==> config.mk <==
export PLATFORM = sky130hd
export DESIGN_NAME = dma_page_splitter
export DESIGN_NICKNAME = d
export VERILOG_FILES = /design/src/rtl/split_pkg.sv /design/src/rtl/split_chunk_calc.sv /design/src/rtl/split_cursor.sv /design/src/rtl/dma_page_splitter.sv
export SDC_FILE = /design/constraint.sdc
export NUM_CORES = 1
export LEC_CHECK = 0
export ABC_AREA = 1
export CELL_PAD_IN_SITES_DETAIL_PLACEMENT = 1
export CELL_PAD_IN_SITES_GLOBAL_PLACEMENT = 1
export CORE_ASPECT_RATIO = 2
export CORE_UTILIZATION = 28
export DETAILED_ROUTE_END_ITERATION = 16
export HOLD_SLACK_MARGIN = 0.05
export PLACE_DENSITY_LB_ADDON = 0.1
export SLEW_MARGIN = 20
export SYNTH_ARGS = -nofsm -noshare
export SYNTH_HDL_FRONTEND = slang
export SYNTH_SLANG_ARGS = --single-unit
==> constraint.sdc <==
create_clock -name clk -period 6.1 [get_ports clk]
set_clock_uncertainty 0.15 [all_clocks]
set_input_delay 1.525 -clock clk [delete_from_list [all_inputs] [get_ports clk]]
set_output_delay 1.525 -clock clk [all_outputs]
set_load 0.01 [all_outputs]
==> src/rtl/split_pkg.sv <==
package split_pkg;

    typedef enum logic [1:0] {
        ST_IDLE   = 2'd0,
        ST_EMIT   = 2'd1,
        ST_REJECT = 2'd2
    } split_state_e;

endpackage

==> src/rtl/split_chunk_calc.sv <==
module split_chunk_calc #(
    parameter int LEN_W       = 16,
    parameter int PAGE_BYTES  = 4096,
    parameter int LINE_BYTES  = 64,
    parameter int MAX_PAYLOAD = 128,
    localparam int PAGE_W     = $clog2(PAGE_BYTES),
    localparam int LINE_W     = $clog2(LINE_BYTES),
    localparam int CH_W       = LEN_W + 1
) (
    input  logic [PAGE_W-1:0] page_off,
    input  logic [LEN_W-1:0]  remaining,
    output logic [CH_W-1:0]   chunk_len,
    output logic              is_last
);

    logic [CH_W-1:0] line_off;
    logic [CH_W-1:0] page_left;
    logic [CH_W-1:0] rem_ext;
    logic [CH_W-1:0] cap;

    assign line_off  = CH_W'(page_off[LINE_W-1:0]);
    assign page_left = CH_W'(PAGE_BYTES) - CH_W'(page_off);
    assign rem_ext   = CH_W'(remaining);

    always_comb begin
        if (line_off != '0) begin
            cap = CH_W'(LINE_BYTES) - line_off;
        end else if (page_left < CH_W'(MAX_PAYLOAD)) begin
            cap = page_left;
        end else begin
            cap = CH_W'(MAX_PAYLOAD);
        end
        chunk_len = (rem_ext < cap) ? rem_ext : cap;
        is_last   = (rem_ext <= cap);
    end

    initial begin
        a_cfg_payload_r4: assert (MAX_PAYLOAD % LINE_BYTES == 0 && MAX_PAYLOAD <= PAGE_BYTES);
        a_cfg_line_r2: assert (PAGE_BYTES % LINE_BYTES == 0 && CH_W > PAGE_W);
    end

endmodule

==> src/rtl/split_cursor.sv <==
module split_cursor #(
    parameter int ADDR_W = 64,
    parameter int LEN_W  = 16,
    localparam int CH_W  = LEN_W + 1
) (
    input  logic              clk,
    input  logic              rst_n,
    input  logic              load,
    input  logic [ADDR_W-1:0] load_addr,
    input  logic [LEN_W-1:0]  load_len,
    input  logic              step,
    input  logic [CH_W-1:0]   step_len,
    output logic [ADDR_W-1:0] cur_addr,
    output logic [LEN_W-1:0]  cur_rem
);

    always_ff @(posedge clk) begin
        if (!rst_n) begin
            cur_addr <= '0;
            cur_rem  <= '0;
        end else if (load) begin
            cur_addr <= load_addr;
            cur_rem  <= load_len;
        end else if (step) begin
            cur_addr <= cur_addr + ADDR_W'(step_len);
            cur_rem  <= cur_rem - LEN_W'(step_len);
        end
    end

    // a step never consumes more than what is left, and advances the address by its size
    p_step_bound_r5: assert property (@(posedge clk) disable iff (!rst_n)
        step && !load |-> CH_W'(cur_rem) >= step_len && step_len != '0);
    p_chain_r5: assert property (@(posedge clk) disable iff (!rst_n)
        step && !load |=> cur_addr == $past(cur_addr) + ADDR_W'($past(step_len)));

endmodule

==> src/rtl/dma_page_splitter.sv <==
module dma_page_splitter
    import split_pkg::*;
#(
    parameter int ADDR_W      = 64,
    parameter int LEN_W       = 16,
    parameter int OLEN_W      = 13,
    parameter int PAGE_BYTES  = 4096,
    parameter int LINE_BYTES  = 64,
    parameter int MAX_PAYLOAD = 128
) (
    input  logic              clk,
    input  logic              rst_n,
    input  logic              req_valid,
    output logic              req_ready,
    input  logic [ADDR_W-1:0] req_addr,
    input  logic [LEN_W-1:0]  req_len,
    input  logic              req_write,
    output logic              req_err,
    output logic              sub_valid,
    input  logic              sub_ready,
    output logic [ADDR_W-1:0] sub_addr,
    output logic [OLEN_W-1:0] sub_len,
    output logic              sub_write,
    output logic              sub_last
);

    localparam int PAGE_W = $clog2(PAGE_BYTES);
    localparam int LINE_W = $clog2(LINE_BYTES);
    localparam int CH_W   = LEN_W + 1;

    split_state_e state_q, state_d;

    logic              accept;
    logic              load;
    logic              step;
    logic              write_q;
    logic [ADDR_W-1:0] cur_addr;
    logic [LEN_W-1:0]  cur_rem;
    logic [CH_W-1:0]   chunk_len;
    logic              is_last;

    assign accept = req_valid && req_ready;
    assign load   = accept && (req_len != '0);
    assign step   = sub_valid && sub_ready;

    split_cursor #(
        .ADDR_W (ADDR_W),
        .LEN_W  (LEN_W)
    ) u_cursor (
        .clk       (clk),
        .rst_n     (rst_n),
        .load      (load),
        .load_addr (req_addr),
        .load_len  (req_len),
        .step      (step),
        .step_len  (chunk_len),
        .cur_addr  (cur_addr),
        .cur_rem   (cur_rem)
    );

    split_chunk_calc #(
        .LEN_W       (LEN_W),
        .PAGE_BYTES  (PAGE_BYTES),
        .LINE_BYTES  (LINE_BYTES),
        .MAX_PAYLOAD (MAX_PAYLOAD)
    ) u_calc (
        .page_off  (cur_addr[PAGE_W-1:0]),
        .remaining (cur_rem),
        .chunk_len (chunk_len),
        .is_last   (is_last)
    );

    // state register
    always_ff @(posedge clk) begin
        if (!rst_n) begin
            state_q <= ST_IDLE;
            write_q <= 1'b0;
        end else begin
            state_q <= state_d;
            if (accept) begin
                write_q <= req_write;
            end
        end
    end

    // transitions
    always_comb begin
        state_d = state_q;
        unique case (state_q)
            ST_IDLE: begin
                if (req_valid) begin
                    state_d = (req_len == '0) ? ST_REJECT : ST_EMIT;
                end
            end
            ST_EMIT: begin
                if (sub_ready && is_last) begin
                    state_d = ST_IDLE;
                end
            end
            ST_REJECT: state_d = ST_IDLE;
            default:   state_d = ST_IDLE;
        endcase
    end

    // outputs
    always_comb begin
        req_ready = 1'b0;
        req_err   = 1'b0;
        sub_valid = 1'b0;
        unique case (state_q)
            ST_IDLE:   req_ready = 1'b1;
            ST_EMIT:   sub_valid = 1'b1;
            ST_REJECT: req_err   = 1'b1;
            default:   req_ready = 1'b0;
        endcase
    end

    assign sub_addr  = cur_addr;
    assign sub_len   = OLEN_W'(chunk_len);
    assign sub_write = write_q;
    assign sub_last  = is_last;

    p_page_r2: assert property (@(posedge clk) disable iff (!rst_n)
        sub_valid |-> (32'(sub_addr[PAGE_W-1:0]) + 32'(sub_len)) <= PAGE_BYTES);
    p_line_mult_r4: assert property (@(posedge clk) disable iff (!rst_n)
        sub_valid && !sub_last && sub_addr[LINE_W-1:0] == '0 |-> sub_len[LINE_W-1:0] == '0);
    p_more_r6: assert property (@(posedge clk) disable iff (!rst_n)
        sub_valid && sub_ready && !sub_last |=> sub_valid);
    p_done_r6: assert property (@(posedge clk) disable iff (!rst_n)
        sub_valid && sub_ready && sub_last |=> !sub_valid && req_ready);
    p_busy_r7: assert property (@(posedge clk) disable iff (!rst_n)
        sub_valid |-> !req_ready);
    p_hold_r8: assert property (@(posedge clk) disable iff (!rst_n)
        sub_valid && !sub_ready |=> sub_valid && $stable(sub_addr) && $stable(sub_len)
                                   && $stable(sub_last) && $stable(sub_write));
    p_err_pulse_r9: assert property (@(posedge clk) disable iff (!rst_n)
        req_err |=> !req_err);
    p_err_quiet_r9: assert property (@(posedge clk) disable iff (!rst_n)
        req_err |-> !sub_valid && !req_ready);
    p_nonempty_r3: assert property (@(posedge clk) disable iff (!rst_n)
        sub_valid |-> sub_len != '0);

endmodule

==> reports/qor.csv, run 1 <==
stage,metric,value,unit
run_status,status,"complete, no violations",
setup_path,r2r-start,u_cursor.cur_addr[0],
job,cap_violations,0,
cts,cts_root_buffer,clkbuf_16,
routing,ant_nets,0,
setup_path,crit_top_cell,nand2_1,
timing,hold_viol,0,
grt,antenna_found_initial,0,
routing,post-route-drc-count,0,
setup_path,worstPathArrival,4130,ps
setup_path,max_stage_delay,600,ps
grt,grt_usage,0.302,
cells_and_area,final_nets,1726,
synth,synth_edf_count,0,
cts,clk_latency,390,ps
setup_path,r2r-end,u_cursor.cur_addr[58],
placed_design,dp_hpwl,36200,um
synth,yosysTopAreaCell,nand2_1,
cts,cts_tree,done,
cells_and_area,antennaDiodeCount,0,
placed_design,io_buffers,166,
cts,cts_made_buffers,9,
synth,synth.top_cell.area_share,0.216,
setup_path,worstPathCellList,"inv_1, ha_1, nand2_1, nor2_4, nand2_1, a21oi_1, nand3_1, nand2_2, nand3_1, ha_1, nand2_1, o21ai_0, nand2_1, o211ai_1, nand2_1, nand3_1, buf_4, inv_2, o21ai_2, clkdlybuf4s50_1",
synth,ys.flop_type,dfxtp_1,
setup_path,worst-setup-path-type,register to output port,
power_and_ir_drop,p_total,2.35,mW
timing,grt_setup_unrepaired,true,
synth,synth.most_common_cell,nand2_1,
die,ioPinCount,167,
routing,dr.pass1.iters,4,
routing,via_count,10000,
synth,syn_inst,1435,
timing,worstMarginPinSlew,913,ps
synth,async_flop_share,0,
setup_path,reg2reg_depth,35,
timing,drv_slew,0,
hold_path,holdPathStages,2,
synth,syn_avg_cell_area,5.66,um^2
placed_design,gp_congestion,0.940,
cells_and_area,area_growth,29.7,%
routing,vias_per_cell,5.13,
cts,cts_max_level,3,
die,initial_core_util,0.286,
hold_path,hold_path_end,u_cursor.cur_rem[0],
die,die-area,29700,um^2
grt,grt_pass1_vias,10600,
cts,cts_buffer_depth,2,
synth,ys_seq_elements,83,
die,rows,87,
cts,cts.sinks,83,
grt,grt_max_degree,68,
timing,max_slew_margin,0.385,
synth,synthTopCellsByCount,"nand2_1, inv_1, nand3_1",
die,die_h,243,um
hold_path,hold_class,register to register,
synth,synth_area_leaders,"nand2_1, dfxtp_1, inv_1, nand3_1, ha_1",
synth,yosysWarnings,0,
grt,grt_pass1_wl,64500,um
routing,drtIter0Drc,354,
cells_and_area,drive_gt1_frac,0.0562,
timing,period_needed,5810,ps
synth,ys_seq_area_frac,0.205,
grt,grt-ovfl-total,0,
timing,finalSetupViolCount,0,
power_and_ir_drop,p_per_area,223,nW/um^2
power_and_ir_drop,peakVddDrop,0.000104,V
synth,synth_area,8120,um^2
cts,path_clk_slew,70,ps
hold_path,holdCritStartpoint,u_cursor.cur_rem[0],
routing,wl_per_cell,22.3,um
setup_path,worstSetupStartpointType,register,
setup_path,r2r_slack,560,ps
setup_path,cp.required,4430,ps
cells_and_area,nFillCells,3880,
cts,postCtsSetupBuffers,0,
timing,max_freq,172,MHz
power_and_ir_drop,leakage,4.72,nW
timing,whs,339,ps
synth,synth_cell_types,46,
routing,routed_wl,43700,um
timing,finalCritPeriodShare,0.952,
setup_path,critPathSlowestCell,clkdlybuf4s50_1,
setup_path,critPathCaptureType,output port,
die,core-area,28400,um^2
die,die_w,122,um
setup_path,crit_fanout,13,
==> placed cells by master (no fill, tap or decap), drive strengths merged, types with 8 or more instances in the layout <==
cell type	count
or2	17
a21oi	84
nand4	25
clkdlybuf4s50	165
buf	14
a31oi	26
nand3	140
inv	226
conb	8
clkbuf	10
nand3b	9
nor3	22
xor2	10
dfxtp	83
o21ai	68
nor2	114
ha	43
nand2	483
==> critical path: cells and delay by family, from the launching register on <==
kind / cells / cell delay (ps)
adder cells (fa/ha/maj): 2 / 510
flip-flops: 1 / 360
buffers and inverters: 4 / 1070
AND/OR/NAND/NOR: 10 / 1120
AO/OA/AOI/OAI: 4 / 690
==> per-stage QoR <==
step	TNS [ps]	std cells	instance area [um^2]	util	setup slack (ps)
2_1_floorplan	0	1441	8150	-	1390
3_3_place_gp	0	1941	10200	0.360	608
3_5_place_dp	0	1941	10200	0.360	516
4_1_cts	0	1957	10500	0.370	98.9
5_1_grt	-16.7	1957	10500	0.371	-11.1
6_report	0	1957	10500	0.371	292
==> metal layers <==
metal	vias up	wire, um	GRT usage
li1	4923	-	-
met1	4734	14200	0.261
met2	263	23700	0.576
met3	118	1360	0.0449
met4	0	4400	0.269
met5	-	0	0
==> layout make-up <==
class,instances,area [um^2],share of cell area
timing repair buffer,180,1780,0.169
sequential,83,1660,0.158
clock inverter,6,71.3,0.00677
tap,356,445,0.0423
multi-input combinational,1095,5490,0.521
inverter,227,853,0.0810
clock buffer,10,239,0.0227
==> power by group <==
part | switching (mW) | total, mW | leakage (nW) | internal (mW)
sequential | 0.0862 | 0.678 | 0.682 | 0.592
combinational | 0.648 | 1.06 | 3.89 | 0.416
clock | 0.281 | 0.614 | 0.151 | 0.333
==> flip-flops by register name (all words and copies together) (netlist names) <==
signal / flops
u_cursor.cur_addr: 64
sub_write: 1
u_cursor.cur_rem: 16
state_q: 2
==> kinds of logic (layout without fill, tap and decap cells) <==
kind of cell               Yosys count  count (layout)  share of synthesized area
and+or+nand+nor                    818             818                      0.440
buffers and inverters              263             423                      0.124
AOI/OAI and AO/OA                  208             208                      0.142
DFF                                 83              83                      0.205
adders and majority gates           45              45                     0.0712
xor gates and xnor gates            16              16                     0.0172
other                                2               8                   0.000924
==> how the worst max path moves through the flow <==
stage / to / from / slack, ps
6_report: sub_len[3] / u_cursor.cur_addr[0] / 290
3_5_place_dp: sub_len[4] / u_cursor.cur_addr[0] / 520
5_1_grt: sub_len[3] / u_cursor.cur_addr[0] / -10
4_1_cts: sub_len[4] / u_cursor.cur_addr[0] / 100
3_3_place_gp: sub_len[3] / u_cursor.cur_addr[0] / 610
2_1_floorplan: u_cursor.cur_addr[48] / u_cursor.cur_addr[1] / 1390
==> repair_timing <==
item / CTS / global route
endpoints found under the setup margin: 0 / 5
endpoints found under the hold margin: 0 / 0
hold buffers: 0 / 0
gates resized for setup: 0 / 6
No activity file was read; power rests on OpenSTA's default activity.
==> run 2: changes to the inputs <==
- GPL_TIMING_DRIVEN: unset -> 0
- REMOVE_ABC_BUFFERS: unset -> 1
==> run 2 against run 1 <==
  * Flip-flop and latch count did not move
  * Wire length is 14% lower
  * Sequential power hardly changed
  * Core utilization about the same
==> reports/qor.csv, run 2 (synthesis gave the netlist of run 1 again) <==
stage,metric,value,unit,change
die,ioPinCount,167,,unchanged
cells_and_area,final_nets,1716,,"was 1,726"
cells_and_area,final_common_cell,nand2_1,,unchanged
grt,grt-ovfl-total,0,,unchanged
power_and_ir_drop,switchingPower,0.975,mW,was 1.01 mW
power_and_ir_drop,p_per_area,222,nW/um^2,was 223 nW/um^2
routing,via_count,9840,,"was 10,000"
cts,cts_max_level,3,,unchanged
setup_path,worstPathArrival,4190,ps,was 4130 ps
cts,clk_latency,380,ps,was 390 ps
timing,max_slew_margin,0.504,,was 0.385
power_and_ir_drop,pwr-share-clk,0.271,,was 0.261
cells_and_area,regArea,1660,um^2,unchanged
routing,wl_per_cell,19.3,um,was 22.3 um
cells_and_area,drive_gt1_frac,0.0484,,was 0.0562
die,die-area,29700,um^2,unchanged
setup_path,critPathCaptureType,output port,,unchanged
cells_and_area,nFillCells,3816,,"was 3,880"
timing,max_freq,170,MHz,was 172 MHz
cts,cts.sinks,83,,unchanged
routing,ant_nets,0,,unchanged
cts,cts_root_buffer,clkbuf_16,,unchanged
timing,finalCritPeriodShare,0.962,,was 0.952
setup_path,reg2reg_depth,32,,was 35
grt,grt_pass1_wl,57100,um,"was 64,500 um"
timing,period_needed,5870,ps,was 5810 ps
setup_path,worstSetupStartpointType,register,,unchanged
cells_and_area,area_growth,29.7,%,about the same
cts,cts_tree,done,,unchanged
power_and_ir_drop,internal-power,1.36,mW,was 1.34 mW
grt,grt_pass1_vias,10400,,"was 10,600"
power_and_ir_drop,leakage,4.69,nW,was 4.72 nW
cells_and_area,multi_input_area,5500,um^2,was 5490 um^2
setup_path,crit_fanout,13,,unchanged
die,die_h,243,um,unchanged
cells_and_area,antennaDiodeCount,0,,unchanged
power_and_ir_drop,p_total,2.34,mW,was 2.35 mW
routing,post-route-drc-count,0,,unchanged
die,die_w,122,um,unchanged
cts,cts_made_buffers,9,,unchanged
power_and_ir_drop,p_comb_frac,0.439,,was 0.452
timing,grt_setup_unrepaired,true,,unchanged
cells_and_area,top_regs,"u_cursor.cur_addr: 64 flops, u_cursor.cur_rem: 16 flops, state_q: 2 flops",,unchanged
routing,routed_wl,37500,um,"was 43,700 um"
timing,worstMarginPinSlew,744,ps,was 913 ps
setup_path,worst-setup-path-type,register to output port,,unchanged
timing,finalSetupViolCount,0,,unchanged
die,rows,87,,unchanged
cts,postCtsHoldBufs,0,,unchanged
routing,dr.pass1.iters,4,,unchanged
power_and_ir_drop,peakVddDrop,0.000128,V,was 0.000104 V
grt,antenna_found_initial,0,,unchanged
cells_and_area,layout_common_cells,"nand2_1, inv_1, clkdlybuf4s50_1, nand3_1, nor2_1",,unchanged
timing,drv_slew,0,,unchanged
die,initial_core_util,0.286,,unchanged
die,core-area,28400,um^2,unchanged
hold_path,holdPathStages,2,,unchanged
cts,cts_buffer_depth,2,,unchanged
routing,vias_per_cell,5.05,,was 5.13
setup_path,cp.required,4430,ps,about the same
power_and_ir_drop,swShare,0.417,,was 0.431
timing,fin_tns_setup,0,ps,unchanged
placed_design,gp_congestion,0.898,,was 0.940
cts,path_clk_slew,60,ps,was 70 ps
placed_design,io_buffers,166,,unchanged
cells_and_area,final_cell_area,10500,um^2,about the same
timing,hold_viol,0,,unchanged
placed_design,placed_area,10200,um^2,about the same
job,cap_violations,0,,unchanged
cells_and_area,largest_reg_flops,64,,unchanged
hold_path,hold_class,register to register,,unchanged
cells_and_area,top_register,u_cursor.cur_addr,,unchanged
run_status,status,"complete, no violations",,unchanged
power_and_ir_drop,p_seq_frac,0.290,,was 0.288
grt,grt_max_degree,57,,was 68
routing,drtIter0Drc,308,,was 354
grt,grt_usage,0.262,,was 0.302
placed_design,dp_hpwl,30700,um,"was 36,200 um"
cts,postCtsSetupBuffers,0,,unchanged
## run 2: changes by cell type in the layout (fill, tap and decap cells not counted), moves of 2 or more
cell	before	now
nand2_4	0	2
o21ai_1	3	6
inv_4	0	2
o21ai_2	3	0
buf_4	13	0
buf_16	0	2
nand2_2	16	14
clkbuf_1	0	3
clkinv_1	2	0
## run 2: routing by layer
layer / part of all wire / vias up / global-route usage
met1: 0.33 / 4618 / 0.224
met4: 0.078 / 0 / 0.197
met5: 0 / - / 0
met3: 0.031 / 94 / 0.0341
met2: 0.57 / 212 / 0.521
li1: - / 4916 / -
## run 2: worst max-delay path: stages (launching register included)
cell and delay, ps:
dfxtp_1 350, inv_1 140, ha_1 200, nand2_1 130, nor2_4 180, nand2_1 100
a21oi_1 130, nand3_1 190, nand2_2 170, nand3_1 110, ha_1 290, nand2_1 50
o21ai_0 200, nand2_1 100, o211ai_1 90, nand2_1 110, nand3_4 180, inv_2 160
o21ai_1 330, clkdlybuf4s50_1 600
## run 2: worst paths after layout
| kind | startpoint | to | slack (ps) |
|---|---|---|---|
| setup reg to reg | u_cursor.cur_addr[1] | u_cursor.cur_addr[46] | 380 |
| hold / removal | u_cursor.cur_rem[0] | u_cursor.cur_rem[0] | 340 |
| setup / recovery | u_cursor.cur_addr[1] | sub_len[3] | 230 |
| hold reg to reg | u_cursor.cur_rem[0] | u_cursor.cur_rem[0] | 340 |
## run 2: power by group through the flow
stage / registers [mW] / logic (mW) / clock network, mW
CTS: 0.679 / 1.04 / 0.649
detailed placement: 0.691 / 1.03 / 0
global placement: 0.691 / 1.00 / 0
floorplan: 0.672 / 0.597 / 0
finish: 0.678 / 1.03 / 0.633
global route: 0.686 / 1.15 / 0.662
## run 2: through the flow
| stage | setup WS (ps) | cells | hold WS (ps) | util |
|---|---|---|---|---|
| final | 231 | 1947 | 338 | 0.371 |
| after CTS | 63.6 | 1947 | 348 | 0.371 |
| after detailed placement | -63.1 | 1931 | 336 | 0.359 |
| after floorplan | 1310 | 1405 | 305 | - |
| after global routing | -107 | 1947 | 377 | 0.371 |
| after global placement | -2010 | 1927 | 319 | 0.355 |
## run 2: repair_timing
item	CTS	global route
pin swaps	0	0
setup endpoints to repair	12	13
gates resized for setup	2	3
## run 2: cell type report
cell class | count | area share
flip-flops and latches | 83 | 0.158
repair buffers | 170 | 0.167
inverters | 227 | 0.0815
clock buffers | 12 | 0.0224
multi-input cells | 1095 | 0.522
clock inverters | 4 | 0.00713
well taps | 356 | 0.0423
